### config.mk
export PLATFORM = sky130hd
export DESIGN_NAME = wide_preset_counter
export DESIGN_NICKNAME = d
export VERILOG_FILES = /design/src/rtl/pc_pkg.sv /design/src/rtl/pc_next.sv /design/src/rtl/pc_state_reg.sv /design/src/rtl/pc_stage.sv /design/src/rtl/wide_preset_counter.sv
export SDC_FILE = /design/constraint.sdc
export NUM_CORES = 1
export LEC_CHECK = 0
export BUFFER_PORTS_ARGS = -buffer_cell sky130_fd_sc_hd__buf_2
export CAP_MARGIN = 20
export CELL_PAD_IN_SITES_DETAIL_PLACEMENT = 0
export CELL_PAD_IN_SITES_GLOBAL_PLACEMENT = 1
export CORE_ASPECT_RATIO = 0.7
export CORE_MARGIN = 1
export CORE_UTILIZATION = 23
export DETAILED_ROUTE_END_ITERATION = 10
export PLACE_DENSITY = 0.69
export SKIP_LAST_GASP = 1
export SLEW_MARGIN = 20
export SYNTH_ARGS = -nofsm -noshare
export SYNTH_HDL_FRONTEND = slang
export SYNTH_SLANG_ARGS = --single-unit
export TNS_END_PERCENT = 1
### constraint.sdc
create_clock -name clk -period 3.1 [get_ports clk]
set_clock_uncertainty 0.05 [all_clocks]
set_input_delay 0.465 -clock clk [delete_from_list [all_inputs] [get_ports clk]]
set_output_delay 0.465 -clock clk [all_outputs]
set_load 0.02 [all_outputs]
### src/rtl/pc_pkg.sv
package pc_pkg;
  typedef enum logic [1:0] {
    ACT_HOLD = 2'd0,
    ACT_STEP = 2'd1,
    ACT_LOAD = 2'd2
  } act_e;
endpackage

### src/rtl/pc_next.sv
module pc_next
  import pc_pkg::*;
#(
  parameter int DIGIT_W = 4
) (
  input  logic [DIGIT_W-1:0] q,
  input  logic [DIGIT_W-1:0] preset,
  input  logic               load_n,
  input  logic               cnt_en,
  input  logic               chain_en,
  output logic [DIGIT_W-1:0] d,
  output logic               ce
);
  act_e act;

  // preset outranks counting
  always_comb begin
    if (!load_n)                act = ACT_LOAD;
    else if (cnt_en && chain_en) act = ACT_STEP;
    else                        act = ACT_HOLD;
  end

  always_comb begin
    case (act)
      ACT_LOAD: d = preset;
      ACT_STEP: d = q + DIGIT_W'(1);
      default:  d = q;
    endcase
    ce = (act != ACT_HOLD);
  end
endmodule

### src/rtl/pc_state_reg.sv
module pc_state_reg #(
  parameter int DIGIT_W   = 4,
  parameter bit ASYNC_RST = 1'b1
) (
  input  logic               clk,
  input  logic               rst_n,
  input  logic               ce,
  input  logic [DIGIT_W-1:0] d,
  output logic [DIGIT_W-1:0] q
);
  generate
    if (ASYNC_RST) begin : g_async
      always_ff @(posedge clk or negedge rst_n) begin
        if (!rst_n)  q <= '0;
        else if (ce) q <= d;
      end
    end else begin : g_sync
      always_ff @(posedge clk) begin
        if (!rst_n)  q <= '0;
        else if (ce) q <= d;
      end
    end
  endgenerate

  AST_RESET_CLEARS: assert property (@(posedge clk)
    !rst_n |=> (q == '0));
endmodule

### src/rtl/pc_stage.sv
module pc_stage #(
  parameter int DIGIT_W   = 4,
  parameter bit ASYNC_RST = 1'b1
) (
  input  logic               clk,
  input  logic               rst_n,
  input  logic               load_n,
  input  logic               cnt_en,
  input  logic               chain_en,
  input  logic [DIGIT_W-1:0] preset,
  output logic [DIGIT_W-1:0] q,
  output logic               carry
);
  logic [DIGIT_W-1:0] d;
  logic               ce;

  pc_next #(.DIGIT_W(DIGIT_W)) i_next (
    .q(q), .preset(preset), .load_n(load_n), .cnt_en(cnt_en),
    .chain_en(chain_en), .d(d), .ce(ce)
  );

  pc_state_reg #(.DIGIT_W(DIGIT_W), .ASYNC_RST(ASYNC_RST)) i_reg (
    .clk(clk), .rst_n(rst_n), .ce(ce), .d(d), .q(q)
  );

  // carry depends on chain_en only, never on cnt_en
  assign carry = chain_en & (&q);

  AST_RESET_WINS: assert property (@(posedge clk)
    (!rst_n && !load_n) |=> (q == '0));
  AST_LOAD_COPIES: assert property (@(posedge clk) disable iff (!rst_n)
    !load_n |=> (q == $past(preset)));
  AST_STEP_ONE: assert property (@(posedge clk) disable iff (!rst_n)
    (load_n && cnt_en && chain_en) |=> (q == DIGIT_W'($past(q) + DIGIT_W'(1))));
  AST_HOLD: assert property (@(posedge clk) disable iff (!rst_n)
    (load_n && !(cnt_en && chain_en)) |=> $stable(q));
  AST_WRAP: assert property (@(posedge clk) disable iff (!rst_n)
    (load_n && cnt_en && chain_en && (q == '1)) |=> (q == '0));
endmodule

### src/rtl/wide_preset_counter.sv
module wide_preset_counter #(
  parameter int DIGIT_W   = 4,
  parameter int STAGES    = 2,
  parameter bit ASYNC_RST = 1'b1
) (
  input  logic                        clk,
  input  logic                        rst_n,
  input  logic                        load_n,
  input  logic                        cnt_en,
  input  logic                        chain_en,
  input  logic [DIGIT_W*STAGES-1:0]   preset,
  output logic [DIGIT_W*STAGES-1:0]   count,
  output logic                        carry_out
);
  localparam int TOTAL_W = DIGIT_W * STAGES;

  logic [STAGES:0] t_chain;
  assign t_chain[0] = chain_en;

  generate
    for (genvar g = 0; g < STAGES; g++) begin : g_digit
      pc_stage #(.DIGIT_W(DIGIT_W), .ASYNC_RST(ASYNC_RST)) i_stage (
        .clk(clk), .rst_n(rst_n), .load_n(load_n), .cnt_en(cnt_en),
        .chain_en(t_chain[g]),
        .preset(preset[g*DIGIT_W +: DIGIT_W]),
        .q(count[g*DIGIT_W +: DIGIT_W]),
        .carry(t_chain[g+1])
      );
    end
  endgenerate

  assign carry_out = t_chain[STAGES];

  AST_CARRY_MAX_ONLY: assert property (@(posedge clk) disable iff (!rst_n)
    carry_out |-> (chain_en && (count == '1)));
  AST_CARRY_PRESENT: assert property (@(posedge clk) disable iff (!rst_n)
    (chain_en && (count == '1)) |-> carry_out);
  AST_WIDE_STEP: assert property (@(posedge clk) disable iff (!rst_n)
    (load_n && cnt_en && chain_en) |=> (count == TOTAL_W'($past(count) + TOTAL_W'(1))));
endmodule

# == Word level (Yosys, flattened, before mapping) ==
# Cells that the tools add are included.
# word_totals
output_inout_bits,9
in_bits,13
regBits,8
elab_cells,26
# op_classes
add_sub_neg,2
reduce_logical,10
mux,6
eq_ne,4
bitwise,2
# op_table
cell,count
one-hot mux 4 bit (2 select lines),2
"adder 4 x 1 -> 4 bit, second input constant",2
AND reduction 4 bit,2
nonzero test 2 bit,4
"== test 2 x 1 -> 1 bit, second input constant",2
"== test 2 bit, second input constant",2
2-to-1 mux 2 bit,2
AND reduction 2 bit,2
bitwise AND 1 bit,2
logical AND 1 bit,2
2-to-1 mux 1 bit,2

# == Depth between registers and ports, before layout ==
# logic_depth
ltp_word,8
ltp_mapped,4
mapped_depth_nobuf,4

# == Cells and area by module ==
# From an unflattened synthesis, not the netlist that was laid out.
# unflattened
cells_unflattened,60
area_unflattened_um2,538.0
# modules_own_cells
module,cells_per_inst,seq_area_each_um2,instances,area_each_um2
pc_state_reg,8,100.1,2,145.1
pc_next,19,0.0,2,111.4
pc_stage,3,0.0,2,12.5

# == Worst setup path after synthesis ==
# OpenSTA, ideal clock, no wires.
# synth_path
path_kind,register to output
startpoint,register g_digit[0].i_stage.i_reg.q[0]
endpoint,output port carry_out
arrival_time_ns,1.093
slack_ns,1.492
path_stages_with_launch,4
n_path_buf,0
path_cell_list,dfrtp_1 -> ha_1 -> nand4_1 -> nor2_1
# synth_via
elab_chain_cells,3
# synth_rtl
element,line_no,rtl
from (decl),pc_state_reg.sv:9,output logic [DIGIT_W-1:0] q
from (signal assigned),pc_state_reg.sv:14,if (!rst_n) q <= '0;
from (signal assigned),pc_state_reg.sv:15,else if (ce) q <= d;
AND reduction 4 bit,pc_stage.sv:27,assign carry = chain_en & (&q);
bitwise AND 1 bit (2 in a row),pc_stage.sv:27,
to (decl),wide_preset_counter.sv:13,output logic carry_out
# No other way between the ends.

# == Worst setup path in the final report ==
# Same ends and word-level chain as after synthesis.

==> impl_metrics.tcl <==
set metrics [dict create \
    status "completed" \
    synth_flop_cell "dfrtp_1" \
    arrival_ns 1.22 \
    finalPower_mw 0.2838 \
    holdWs_ns 0.4058 \
    grt_pass1_vias 390 \
    dieHeight_um 39.23 \
    worstSkewPairLatency_ns 0.25 \
    critPathLaunchType "register" \
    io_buffers 21 \
    worstSetupPathType "reg2out" \
    largest_register_ffs 8 \
    top_level_ports 22 \
    cts.clk_slew.worst_paths_ns 0.06 \
    synth.area.top_cells "dfrtp_1 44%, nor2_1 7.4%, a31oi_1 5.5%" \
    grt_pass1_wl_um 1697 \
    avgSynthCellArea_um2 9.109 \
    wl_per_cell_um 11.33 \
    drtIter0Drc 5 \
    ant_nets 0 \
    placed_cell_area_um2 569.3 \
    max_freq_mhz 574.8 \
    diodes 0 \
    synth_cells 50 \
    p_per_area_nw_per_um2 471.5 \
    route.vias.total 449 \
    h-tree-depth 1 \
    hold_viol_final 0 \
    start_util 0.2456 \
    drt-total-wl_um 1076 \
    crit_path_end_kind "output port" \
    drt-pass1-iter-count 2 \
    mappedNetlistArea_um2 455.4 \
    layout-drive-gt1-share 0.3562 \
    grt_max_degree 17 \
    area.growth.synth_to_final_pct 32.14 \
    min_period_ns 1.740 \
    worstPathRequired_ns 2.58 \
    ctsResizeCount 0 \
    seqPwrFrac 0.458 \
    synth_commonest_cells "9 x nor2_1, 8 x dfrtp_1" \
    antenna_found_initial 0 \
    ys_warn_count 0 \
    tritoncts "yes" \
    p_int_mw 0.1897 \
    place_hpwl_um 836.9 \
    clock-sinks 8 \
    die_x_um 55.19 \
    setup_tns_ns 0 \
    slew_violations 0 \
    power_switching_mw 0.09404 \
    worstMarginPinSlew_ns 0.2727 \
    synth-edff-count 0 \
    clkPwrFrac 0.285 \
    period_share 0.5612 \
    gp_congestion 0.7325 \
    leakage_nw 0.2674 \
    synth_async_sr_flop_share 1.000 \
    clock_path_buffers 2 \
    nets 90 \
    clockRootBuffer "clkbuf_4" \
    finalSetupViolations 0 \
    ys_seq_elements 8 \
    track_usage 0.1249 \
    synth_top_area_frac 0.4396 \
    yosysMostFrequentCell "nor2_1" \
    drv_cap 0 \
    synth-seq-area-share 0.4396 \
    synth_cell_types 19 \
    comb_power_share 0.257 \
    die_area_um2 2165 \
    grt_overflow 0 \
    max-slew-margin-rel 0.8182 \
    top_regs "g_digit.i_stage.i_reg.q x8" \
    top_register "g_digit.i_stage.i_reg.q" \
    synth_nets 65 \
    critPathMaxFanout 4 \
    ir_worst_vdd_mv 0.2542 \
    yosysTopAreaCell "dfrtp_1" \
    viasPerCell 4.726 \
    swShare 0.3314 \
    row_count 13 \
    finalInstanceArea_um2 601.8 \
    rsz0062_at_grt "no" \
    cts_made_buffers 3 \
    hp-class "in2reg" \
    drc 0 \
    core_um2 1854 \
]
[placed cells by master (no fill, tap or decap), types with 2 or more instances in the layout]
master | netlist | routed
a21oi_1 | 4 | 4
a31oi_1 | 4 | 4
buf_2 | 0 | 21
clkbuf_4 | 1 | 3
dfrtp_1 | 8 | 8
ha_1 | 2 | 2
nand3_1 | 4 | 4
nand4_1 | 2 | 2
nor2_1 | 9 | 9
o21ai_0 | 4 | 4
or3_1 | 2 | 2
xor2_1 | 2 | 2
[stage by stage]
stage,setup slack [ns],cells,util
finish,1.360,95,0.3246
CTS,1.339,95,0.3246
floorplan,1.492,50,-
detailed placement,1.527,91,0.3070
global route,1.229,95,0.3246
global placement,1.516,91,0.3070
[path summary, 6_finish.rpt]
check / endpoint / cells after the start / slack [ns] / from
max: carry_out / 4 / 1.36 / g_digit[0].i_stage.i_reg.q[0]
min: g_digit[1].i_stage.i_reg.q[3] / 3 / 0.41 / preset[7]
max reg2reg: g_digit[1].i_stage.i_reg.q[0] / 4 / 1.55 / g_digit[0].i_stage.i_reg.q[0]
min reg2reg: g_digit[1].i_stage.i_reg.q[1] / 2 / 0.54 / g_digit[1].i_stage.i_reg.q[1]
max in group asynchronous: g_digit[0].i_stage.i_reg.q[1] / 2 / 2.29 / rst_n
min in group asynchronous: g_digit[1].i_stage.i_reg.q[0] / 2 / 0.53 / rst_n
[worst max-delay path: stages (launching register included)]
cell and delay, ns:
dfrtp_1 0.40, ha_1 0.22, nand4_1 0.10, nor2_1 0.09, buf_2 0.17
[routing by layer]
metal | vias up | routed length (µm) | GRT usage
li1 | 230 | - | -
met1 | 199 | 530 | 0.1458
met2 | 20 | 430 | 0.1928
met3 | 0 | 116 | 0.08235
met4 | 0 | 0 | 0.01875
met5 | - | 0 | 0
[power by group through the flow]
stage                     Clock [mW]  Combinational (mW)  Sequential, mW
after CTS                     0.0861              0.0744           0.130
after detailed placement           0              0.0730           0.132
after global placement             0              0.0726           0.132
after global routing          0.0925              0.0832           0.133
after floorplan                    0              0.0330           0.144
final                         0.0808              0.0730           0.130
[cell type report]
| class | count | area [µm²] |
|---|---|---|
| fillers | 223 | 1252 |
| well taps | 22 | 27.53 |
| flip-flops and latches | 8 | 200.2 |
| repair buffers | 22 | 115.1 |
| multi-input cells | 40 | 236.5 |
| clock buffers | 3 | 22.52 |
[cell families after synthesis]
logic type                 Yosys count  share of synthesized area
AOI/OAI and AO/OA                   14                     0.1758
xor gates and xnor gates             2                    0.03847
adders and majority gates            2                    0.05494
buffers and inverters                2                    0.04121
DFF                                  8                     0.4396
muxes                                1                    0.02198
and+or+nand+nor                     21                     0.2280
[what timing repair did]
action | 4_1_cts | 5_1_grt
buffers inserted | 0 | 0
endpoints found under the hold margin | 4 | 0
hold buffers | 1 | 0
(Power assumes the default switching activity.)
